## config.mk

```make
export PLATFORM = sky130hd
export DESIGN_NAME = rbank_regfile
export DESIGN_NICKNAME = d
export VERILOG_FILES = /design/src/rtl/rbank_pkg.sv /design/src/rtl/rbank_map.sv /design/src/rtl/rbank_gpr_store.sv /design/src/rtl/rbank_status.sv /design/src/rtl/rbank_regfile.sv
export SDC_FILE = /design/constraint.sdc
export NUM_CORES = 2
export LEC_CHECK = 0
export BUFFER_PORTS_ARGS = -buffer_cell sky130_fd_sc_hd__buf_2
export CORE_MARGIN = 2
export CORE_UTILIZATION = 35
export CTS_CLUSTER_SIZE = 28
export DETAILED_ROUTE_END_ITERATION = 8
export PLACE_DENSITY_LB_ADDON = 0.12
export SLEW_MARGIN = 20
export SYNTH_ARGS = -nofsm -noshare
export SYNTH_HDL_FRONTEND = slang
export SYNTH_SLANG_ARGS = --single-unit
```

## constraint.sdc

```tcl
create_clock -name clk -period 12.6 [get_ports clk]
set_clock_uncertainty 0.05 [all_clocks]
set_input_delay 3.78 -clock clk [delete_from_list [all_inputs] [get_ports clk]]
set_output_delay 3.78 -clock clk [all_outputs]
set_load 0.02 [all_outputs]
```

## src/rtl/rbank_pkg.sv

```systemverilog
package rbank_pkg;
  localparam int NVIS       = 16;
  localparam int IDXW       = $clog2(NVIS);
  localparam int MODEW      = 3;
  localparam int FIQ_LO     = 8;
  localparam int FIQ_HI     = 14;
  localparam int NFIQ       = FIQ_HI - FIQ_LO + 1;
  localparam int PAIR_LO    = 13;
  localparam int NPAIRMODE  = 4;
  localparam int NGPR       = NVIS + NFIQ + 2 * NPAIRMODE;
  localparam int SLOTW      = $clog2(NGPR);
  localparam int NSAVED     = 5;
  localparam int SSW        = $clog2(NSAVED);

  typedef enum logic [MODEW-1:0] {
    M_USR = 3'd0, M_FIQ = 3'd1, M_IRQ = 3'd2, M_SVC = 3'd3,
    M_ABT = 3'd4, M_UND = 3'd5, M_SYS = 3'd6, M_RSV = 3'd7
  } mode_e;

  function automatic logic is_pair_mode(logic [MODEW-1:0] m);
    return (m >= M_IRQ) && (m <= M_UND);
  endfunction

  // visible index -> physical general-register slot
  function automatic logic [SLOTW-1:0] gpr_slot(logic [MODEW-1:0] m, logic [IDXW-1:0] idx);
    logic [SLOTW-1:0] s;
    s = SLOTW'(idx);
    if (m == M_FIQ && idx >= FIQ_LO && idx <= FIQ_HI)
      s = SLOTW'(NVIS + int'(idx) - FIQ_LO);
    else if (is_pair_mode(m) && idx >= PAIR_LO && idx <= PAIR_LO + 1)
      s = SLOTW'(NVIS + NFIQ + 2 * (int'(m) - int'(M_IRQ)) + int'(idx) - PAIR_LO);
    return s;
  endfunction

  function automatic logic has_saved(logic [MODEW-1:0] m);
    return (m >= M_FIQ) && (m <= M_UND);
  endfunction

  function automatic logic [SSW-1:0] saved_slot(logic [MODEW-1:0] m);
    return SSW'(int'(m) - int'(M_FIQ));
  endfunction
endpackage

```

## src/rtl/rbank_map.sv

```systemverilog
module rbank_map
  import rbank_pkg::*;
(
  input  logic [MODEW-1:0] mode,
  input  logic [IDXW-1:0]  idx,
  output logic [SLOTW-1:0] slot
);
  always_comb slot = gpr_slot(mode, idx);
endmodule

```

## src/rtl/rbank_gpr_store.sv

```systemverilog
module rbank_gpr_store
  import rbank_pkg::*;
#(
  parameter int DW = 32
) (
  input  logic             clk,
  input  logic             rst_n,
  input  logic             we,
  input  logic [SLOTW-1:0] wslot,
  input  logic [DW-1:0]    wdata,
  input  logic [SLOTW-1:0] aslot,
  input  logic [SLOTW-1:0] bslot,
  output logic [DW-1:0]    adata,
  output logic [DW-1:0]    bdata,
  output logic [NGPR-1:0]  whot
);
  logic [DW-1:0] regs [NGPR];

  for (genvar s = 0; s < NGPR; s++) begin : g_slot
    assign whot[s] = we && (wslot == SLOTW'(s));
    always_ff @(posedge clk) begin
      if (!rst_n)       regs[s] <= '0;
      else if (whot[s]) regs[s] <= wdata;
    end
  end

  assign adata = regs[aslot];
  assign bdata = regs[bslot];
endmodule

```

## src/rtl/rbank_status.sv

```systemverilog
module rbank_status
  import rbank_pkg::*;
#(
  parameter int DW = 32
) (
  input  logic             clk,
  input  logic             rst_n,
  input  logic [MODEW-1:0] mode,
  input  logic             ss_we,
  input  logic [DW-1:0]    ss_wdata,
  output logic [DW-1:0]    ss_rdata,
  input  logic             cs_we,
  input  logic [DW-1:0]    cs_wdata,
  output logic [DW-1:0]    cs_rdata
);
  logic [DW-1:0] saved [NSAVED];
  logic [DW-1:0] cur;
  logic          ss_ok;

  assign ss_ok = has_saved(mode);

  for (genvar k = 0; k < NSAVED; k++) begin : g_saved
    always_ff @(posedge clk) begin
      if (!rst_n) saved[k] <= '0;
      else if (ss_we && ss_ok && saved_slot(mode) == SSW'(k)) saved[k] <= ss_wdata;
    end
  end

  always_ff @(posedge clk) begin
    if (!rst_n)     cur <= '0;
    else if (cs_we) cur <= cs_wdata;
  end

  assign ss_rdata = ss_ok ? saved[saved_slot(mode)] : '0;
  assign cs_rdata = cur;
endmodule

```

## src/rtl/rbank_regfile.sv

```systemverilog
module rbank_regfile
  import rbank_pkg::*;
#(
  parameter int DW = 32
) (
  input  logic             clk,
  input  logic             rst_n,
  input  logic [MODEW-1:0] cur_mode,
  input  logic [IDXW-1:0]  src_a_idx,
  output logic [DW-1:0]    bus_a,
  input  logic [IDXW-1:0]  src_b_idx,
  output logic [DW-1:0]    bus_b,
  input  logic             dst_we,
  input  logic [IDXW-1:0]  dst_idx,
  input  logic [DW-1:0]    dst_data,
  input  logic             ss_we,
  input  logic [DW-1:0]    ss_wdata,
  output logic [DW-1:0]    ss_rdata,
  input  logic             cs_we,
  input  logic [DW-1:0]    cs_wdata,
  output logic [DW-1:0]    cs_rdata
);
  localparam int NPORT = 3;
  logic [IDXW-1:0]  port_idx  [NPORT];
  logic [SLOTW-1:0] port_slot [NPORT];
  logic [NGPR-1:0]  wr_hot;

  assign port_idx[0] = src_a_idx;
  assign port_idx[1] = src_b_idx;
  assign port_idx[2] = dst_idx;

  for (genvar p = 0; p < NPORT; p++) begin : g_map
    rbank_map u_map (.mode(cur_mode), .idx(port_idx[p]), .slot(port_slot[p]));
  end

  rbank_gpr_store #(.DW(DW)) u_gpr (
    .clk(clk), .rst_n(rst_n), .we(dst_we), .wslot(port_slot[2]), .wdata(dst_data),
    .aslot(port_slot[0]), .bslot(port_slot[1]), .adata(bus_a), .bdata(bus_b),
    .whot(wr_hot)
  );

  rbank_status #(.DW(DW)) u_stat (
    .clk(clk), .rst_n(rst_n), .mode(cur_mode),
    .ss_we(ss_we), .ss_wdata(ss_wdata), .ss_rdata(ss_rdata),
    .cs_we(cs_we), .cs_wdata(cs_wdata), .cs_rdata(cs_rdata)
  );
endmodule

```

**After elaboration in Yosys (flattened, before gate mapping)**

Memory sizes are Yosys's and may differ from the RTL's.
Cells that the tools add are included.

- Bits in writable memories: 1152
- Input bits: 116
- Output and inout bits: 128
- Logic and storage cells: 306
- Memories: 2
- Register bits: 32

- Reductions and logical operators: 53
- Bitwise logic cells: 36
- Eq/ne operators: 35
- $add $sub $neg: 15
- Multiplexer cells: 152
- Magnitude comparators: 12

Memory list:

| memory | depth | bits a word | rd ports | clocked after memory_dff | write ports | RTL line | RTL |
|---|---|---|---|---|---|---|---|
| u_gpr.regs | 31 | 32 | 2 | 0 | 31 | rbank_gpr_store.sv:17 | `logic [DW-1:0] regs [NGPR];` |
| u_stat.saved | 5 | 32 | 1 | 0 | 5 | rbank_status.sv:16 | `logic [DW-1:0] saved [NSAVED];` |

Operator list:

| cell | number |
|---|---|
| 2-to-1 mux 32 bit | 37 |
| 2-to-1 mux 1 bit | 109 |
| == test 5 bit, second input constant | 15 |
| logical AND 1 bit | 51 |
| == test 5 x 4 -> 1 bit, second input constant | 8 |
| OR 1 bit | 36 |
| 2-to-1 mux 5 bit | 6 |
| subtractor 5 bit, second input constant | 6 |
| >= comparator 4 bit, second input constant | 6 |
| == test 5 x 3 -> 1 bit, second input constant | 4 |
| adder 5 x 4 -> 5 bit, first input constant | 3 |
| adder 5 bit | 3 |
| less-or-equal comparator 4 bit, second input constant | 3 |
| == test 5 x 2 -> 1 bit, second input constant | 2 |
| == test 3 x 1 -> 1 bit, second input constant | 2 |
| == test 3 x 2 -> 1 bit, second input constant | 2 |
| adder 5 bit, first input constant | 1 |
| == test 5 x 1 -> 1 bit, second input constant | 1 |
| zero test 5 bit | 1 |
| subtractor 3 x 2 -> 4 bit, second input constant | 1 |
| == test 3 bit, second input constant | 1 |
| >= comparator 3 x 1 -> 1 bit, second input constant | 1 |
| >= comparator 3 x 2 -> 1 bit, second input constant | 1 |
| less-or-equal comparator 3 bit, second input constant | 1 |
| 2 further kinds | 2 |

**Depth between registers and ports, before layout**

- Depth after elaboration: 12
- Depth in mapped cells: 21
- Mapped depth without buffers: 15

**Modules after synthesis**

A second synthesis with hierarchy kept.

- Cell total of the unflattened synthesis: 4459
- Area total of the unflattened synthesis: 62367.3 um^2

Modules (own cells, without submodules):

| module | cells an instance | area each (um^2) | times used |
|---|---|---|---|
| rbank_gpr_store | 3761 | 53139.7 | 1 |
| rbank_status | 620 | 8552.0 | 1 |
| rbank_map | 26 | 225.2 | 3 |

**Least setup slack after synthesis**

Ideal clock, no wire load.

- Path type: in2out
- Start point: in cur_mode[0]
- End point: out bus_b[0]
- Arrival: 8496 ps
- Setup slack: 274 ps
- Stages on the path: 19
- Required time: 8770 ps
- Path buffers: 5
- Cells stage by stage: buf_4 -> buf_1 -> inv_1 -> ha_1 -> clkbuf_1 -> clkbuf_1 -> inv_1 -> ha_1 -> inv_1 -> ha_1 -> inv_1 -> fa_1 -> xor2_1 -> xnor2_1 -> a31o_2 -> nand2_1 -> clkbuf_1 -> o22ai_1 -> o41ai_1

- Longest elaborated chain between the ends: 7
- Elaborated cells on any way between the ends: 15
- Classes of those cells: add/sub (4); order compare (2); eq/ne (1); mux (2); reduce/logical (5); memory (1)

Ends and longest elaborated chain:

| element | RTL line | RTL |
|---|---|---|
| start, declared | rbank_regfile.sv:8 | `input logic [MODEW-1:0] cur_mode,` |
| subtractor 3 x 2 -> 4 bit, or another cell as far along | rbank_pkg.sv:31 | `s = SLOTW'(NVIS + NFIQ + 2 * (int'(m) - int'(M_IRQ)) + int'(idx) - PAIR_LO);` |
| adder 5 bit / logical AND 1 bit (equally long branches) | rbank_pkg.sv:31, rbank_pkg.sv:21 |  |
| adder 5 bit / logical AND 1 bit (equally long branches) | rbank_pkg.sv:31, rbank_pkg.sv:30 |  |
| subtractor 5 bit / logical AND 1 bit (equally long branches) | rbank_pkg.sv:31, rbank_pkg.sv:30 |  |
| 2-to-1 mux 5 bit | rbank_pkg.sv:30 | `else if (is_pair_mode(m) && idx >= PAIR_LO && idx <= PAIR_LO + 1)` |
| 2-to-1 mux 5 bit * | rbank_pkg.sv:28 | `if (m == M_FIQ && idx >= FIQ_LO && idx <= FIQ_HI)` |
| memory read (31 x 32 bit) * | -- |  |
| end, declared | rbank_regfile.sv:12 | `output logic [DW-1:0] bus_b,` |

Mark *: on every way between the ends. The rest lies on a longest branch, timed or not.

**Worst setup path in the final report**

- Start point: in cur_mode[0]
- End point: out bus_a[3]

- Longest elaborated chain between the ends: 7
- Elaborated cells on any way between the ends: 15
- Classes of those cells: add/sub (4); order compare (2); eq/ne (1); mux (2); reduce/logical (5); memory (1)

Ends and longest elaborated chain:

| element | RTL line | RTL |
|---|---|---|
| subtractor 3 x 2 -> 4 bit, or another cell as far along | rbank_pkg.sv:31 |  |
| adder 5 bit / logical AND 1 bit (equally long branches) | rbank_pkg.sv:31, rbank_pkg.sv:21 |  |
| adder 5 bit / logical AND 1 bit (equally long branches) | rbank_pkg.sv:31, rbank_pkg.sv:30 |  |
| subtractor 5 bit / logical AND 1 bit (equally long branches) | rbank_pkg.sv:31, rbank_pkg.sv:30 |  |
| 2-to-1 mux 5 bit | rbank_pkg.sv:30 |  |
| 2-to-1 mux 5 bit * | rbank_pkg.sv:28 |  |
| memory read (31 x 32 bit) * | -- |  |
| end, declared | rbank_regfile.sv:10 | `output logic [DW-1:0] bus_a,` |

Marked as above.

==> impl_metrics.yaml <==
status:
  status: "completed"
clock_tree:
  cts_setup_buffers: 0
  cts_repair_resize_count: 0
  tritoncts: "built"
  cts_buffers: 142
  cts-hold-fix-buffers: 0
  cts_root_buf: "clkbuf_16"
  cts.sinks: 1184
  cts-htree-levels: 4
  clkTransAtPathRegs_ps: 50
  cts.path.max_buffers: 3
  clock_latency_ps: 810
synthesis:
  netlist_area_um2: 65700
  ys_warn_count: 0
  synthFlopType: "edfxtp_1"
  synth_commonest_cells: "and2_1 (1,157), edfxtp_1 (1,152), clkbuf_1 (501)"
  syn_nets: 5772
  ys_ff_latch: 1184
  avgSynthCellArea_um2: 11.7
  yosys.area.top_type: "edfxtp_1"
  yosys.area.top_type_share_pct: 52.7
  synth_cells: 5630
  synth.area.top_cells: "edfxtp_1 (53%), and2_1 (11%), mux2i_1 (6.8%), mux4_2 (4.4%), clkbuf_1 (2.9%)"
  yosysSeqAreaShare_pct: 53.7
  synth.distinct_cells: 65
  synthArstFlopShare_pct: 0
  synth-edff-count: 1152
  yosysMostFrequentCell: "and2_1"
worst_setup_path:
  reg2reg_slack_ps: 11930
  crit_arrival_ps: 8160
  cpMostUsedCell: "inv_1"
  cp_slowest_stage_delay_ps: 910
  ff2ff_path_depth: 2
  path_cells: "buf_2 > inv_1 > ha_1 > inv_1 > ha_1 > inv_1 > ha_1 > inv_1 > fa_1 > xor2_1 > xnor2_1 > and3_1 > o21ai_4 > buf_4 > buf_4 > a31o_2 > o22ai_1 > buf_2"
  r2r_start: "u_stat.cs_rdata[7]"
  cp_max_fo: 16
  worstPathRequired_ps: 8770
  setup.worst_path.start_class: "input port"
  regToRegEndpoint: "u_stat.cs_rdata[7]"
  critPathKind: "in2out"
  crit_path_top_delay_cell: "o21ai_4"
  critPathCaptureType: "primary output"
  crit_buf_inv: 8
  critical-path-top-delay-family: "buffers and inverters"
die:
  core_region_area_um2: 186000
  die_area_um2: 191000
  num_rows: 158
  boundaryPins: 244
  initial_utilization_pct: 35.3
  dieWidth_um: 437
  die_h_um: 437
worst_hold_path:
  whs_path_depth: 2
  hold_class: "reg2reg"
  hp-start: "u_stat.cs_rdata[3]"
  whs_endpoint: "u_stat.cs_rdata[3]"
drt:
  wl_per_cell_um: 32.1
  drtAntennaViolNets: 0
  vias_per_cell: 6.00
  vias: 49400
  drt_pass1_iterations: 8
  remaining_drc_errors: 0
  wl_um: 264000
  first_iter_violations: 5777
sta:
  relSlewSlack_pct: 20.1
  hold_slack_ps: 441
  hold_viol: 0
  max_freq_ghz: 0.0834
  period_needed_ps: 11990
  drv_slew: 0
  finalCritPeriodShare_pct: 95.1
  rsz0062_at_grt: "false"
  fin_tns_setup_ps: 0
  setup_violations: 0
  layout_setup_ws_ps: 615
  max_slew.worst_pin.slew_ps: 1190
layout:
  drive_above_1_share_pct: 16.7
  nNetsFinal: 5770
  fillers: 17500
  area_growth_pct: 13.9
power:
  p_per_area_nw_per_um2: 140
  ir_drop_mv: 0.146
  leakage_uw: 0.0270
flow_run:
  cap_violations: 0
place:
  place_hpwl_um: 168000
  io_buffer_count: 243
  routabilityCongestion: 0.891
  place_ws_ps: 669
grt:
  grt_util_all_layers_pct: 27.2
  antenna_found_initial: 30
  grt-ovfl-total: 0
  grt_pass1_wl_um: 374000
  grt_max_degree: 97
  grt_pass1_vias: 48500
==> layer usage <==
metal  global-route usage (%)  share of wire, %  up-vias
met5                        0             0.038        -
met4                     10.1               3.7       18
met3                     6.02               8.7      433
met2                     40.5                44     2417
met1                     38.5                44    25200
li1                         -                 -    21400
==> report_power, final <==
part | switching [µW] | internal [µW] | leakage, µW
sequential | 113 | 4560 | 0.0113
combinational | 1290 | 590 | 0.0137
clock | 1740 | 2180 | 0.00207
==> final cells by class <==
| class | instances | area [µm²] | area share (%) |
|---|---|---|---|
| sequential | 1184 | 35200 | 47.1 |
| multi-input combinational | 3804 | 28600 | 38.2 |
| clock buffer | 171 | 3680 | 4.92 |
| timing repair buffer | 472 | 3540 | 4.73 |
| tap | 2480 | 3100 | 4.15 |
| clock inverter | 78 | 567 | 0.758 |
| inverter | 24 | 90.1 | 0.120 |
| antenna | 13 | 32.5 | 0.0435 |
==> worst register-to-register path: cells and delay by family, from the launching register on <==
kind	cells	cell delay [ps]
and+or+nand+nor	1	50
DFF	1	310
muxes	1	130
==> stage by stage <==
stage | total power, µW | instance area (µm²) | util, % | std cells
finish | 10500 | 74800 | 40.2 | 8226
global route | 10800 | 74800 | 40.2 | 8218
CTS | 10500 | 74800 | 40.2 | 8213
detailed placement | 6590 | 70500 | 37.9 | 7964
global placement | 6580 | 70500 | 37.9 | 7963
floorplan | 5770 | 65700 | - | 5630
==> kinds of logic after synthesis <==
| family | Yosys count | synth area share (%) |
|---|---|---|
| compound gates | 1180 | 13.1 |
| xor+xnor | 10 | 0.145 |
| fa+ha+maj | 26 | 0.541 |
| buf+inv | 642 | 4.02 |
| flops | 1184 | 53.7 |
| mux | 577 | 11.2 |
| simple gates | 2011 | 17.3 |
==> sequential cells by signal (all words and copies together), names as in the netlist <==
name             count
u_gpr.regs         992
u_stat.cs_rdata     32
u_stat.saved       160
==> cell usage in the layout (no fill, tap or decap), drive strengths merged, types with 2 or more instances in the layout <==
cell type | synthesis | layout
a2111oi | 96 | 96
a211o | 32 | 32
a211oi | 193 | 193
a21o | 33 | 33
a21oi | 133 | 133
a31o | 35 | 35
a31oi | 131 | 131
a32oi | 64 | 64
and2 | 1159 | 1159
and3 | 199 | 199
buf | 115 | 471
bufinv | 0 | 5
clkbuf | 503 | 172
clkinv | 1 | 61
clkinvlp | 0 | 2
dfxtp | 32 | 32
diode | 0 | 13
edfxtp | 1152 | 1152
fa | 4 | 4
ha | 22 | 22
inv | 23 | 34
mux2i | 449 | 449
mux4 | 128 | 128
nand2 | 284 | 284
nand2b | 5 | 5
nand3 | 44 | 44
nand4 | 2 | 2
nor2 | 108 | 108
nor2b | 3 | 3
nor3 | 197 | 197
o211ai | 65 | 65
o21ai | 101 | 101
o221ai | 64 | 64
o22ai | 129 | 129
o31ai | 65 | 65
o41ai | 33 | 33
or2 | 7 | 7
or3 | 2 | 2
xnor2 | 5 | 5
xor2 | 5 | 5
==> worst max-delay path by stage <==
stage,end,start,slack [ps],depth (start not counted)
2_1_floorplan,bus_b[0],cur_mode[0],270,19
3_3_place_gp,bus_b[0],cur_mode[0],630,16
3_5_place_dp,bus_a[3],cur_mode[0],670,18
4_1_cts,bus_a[3],cur_mode[0],680,18
5_1_grt,bus_a[3],cur_mode[0],490,18
6_report,bus_a[3],cur_mode[0],610,18
Note: power is estimated with default switching activity, not from simulation.
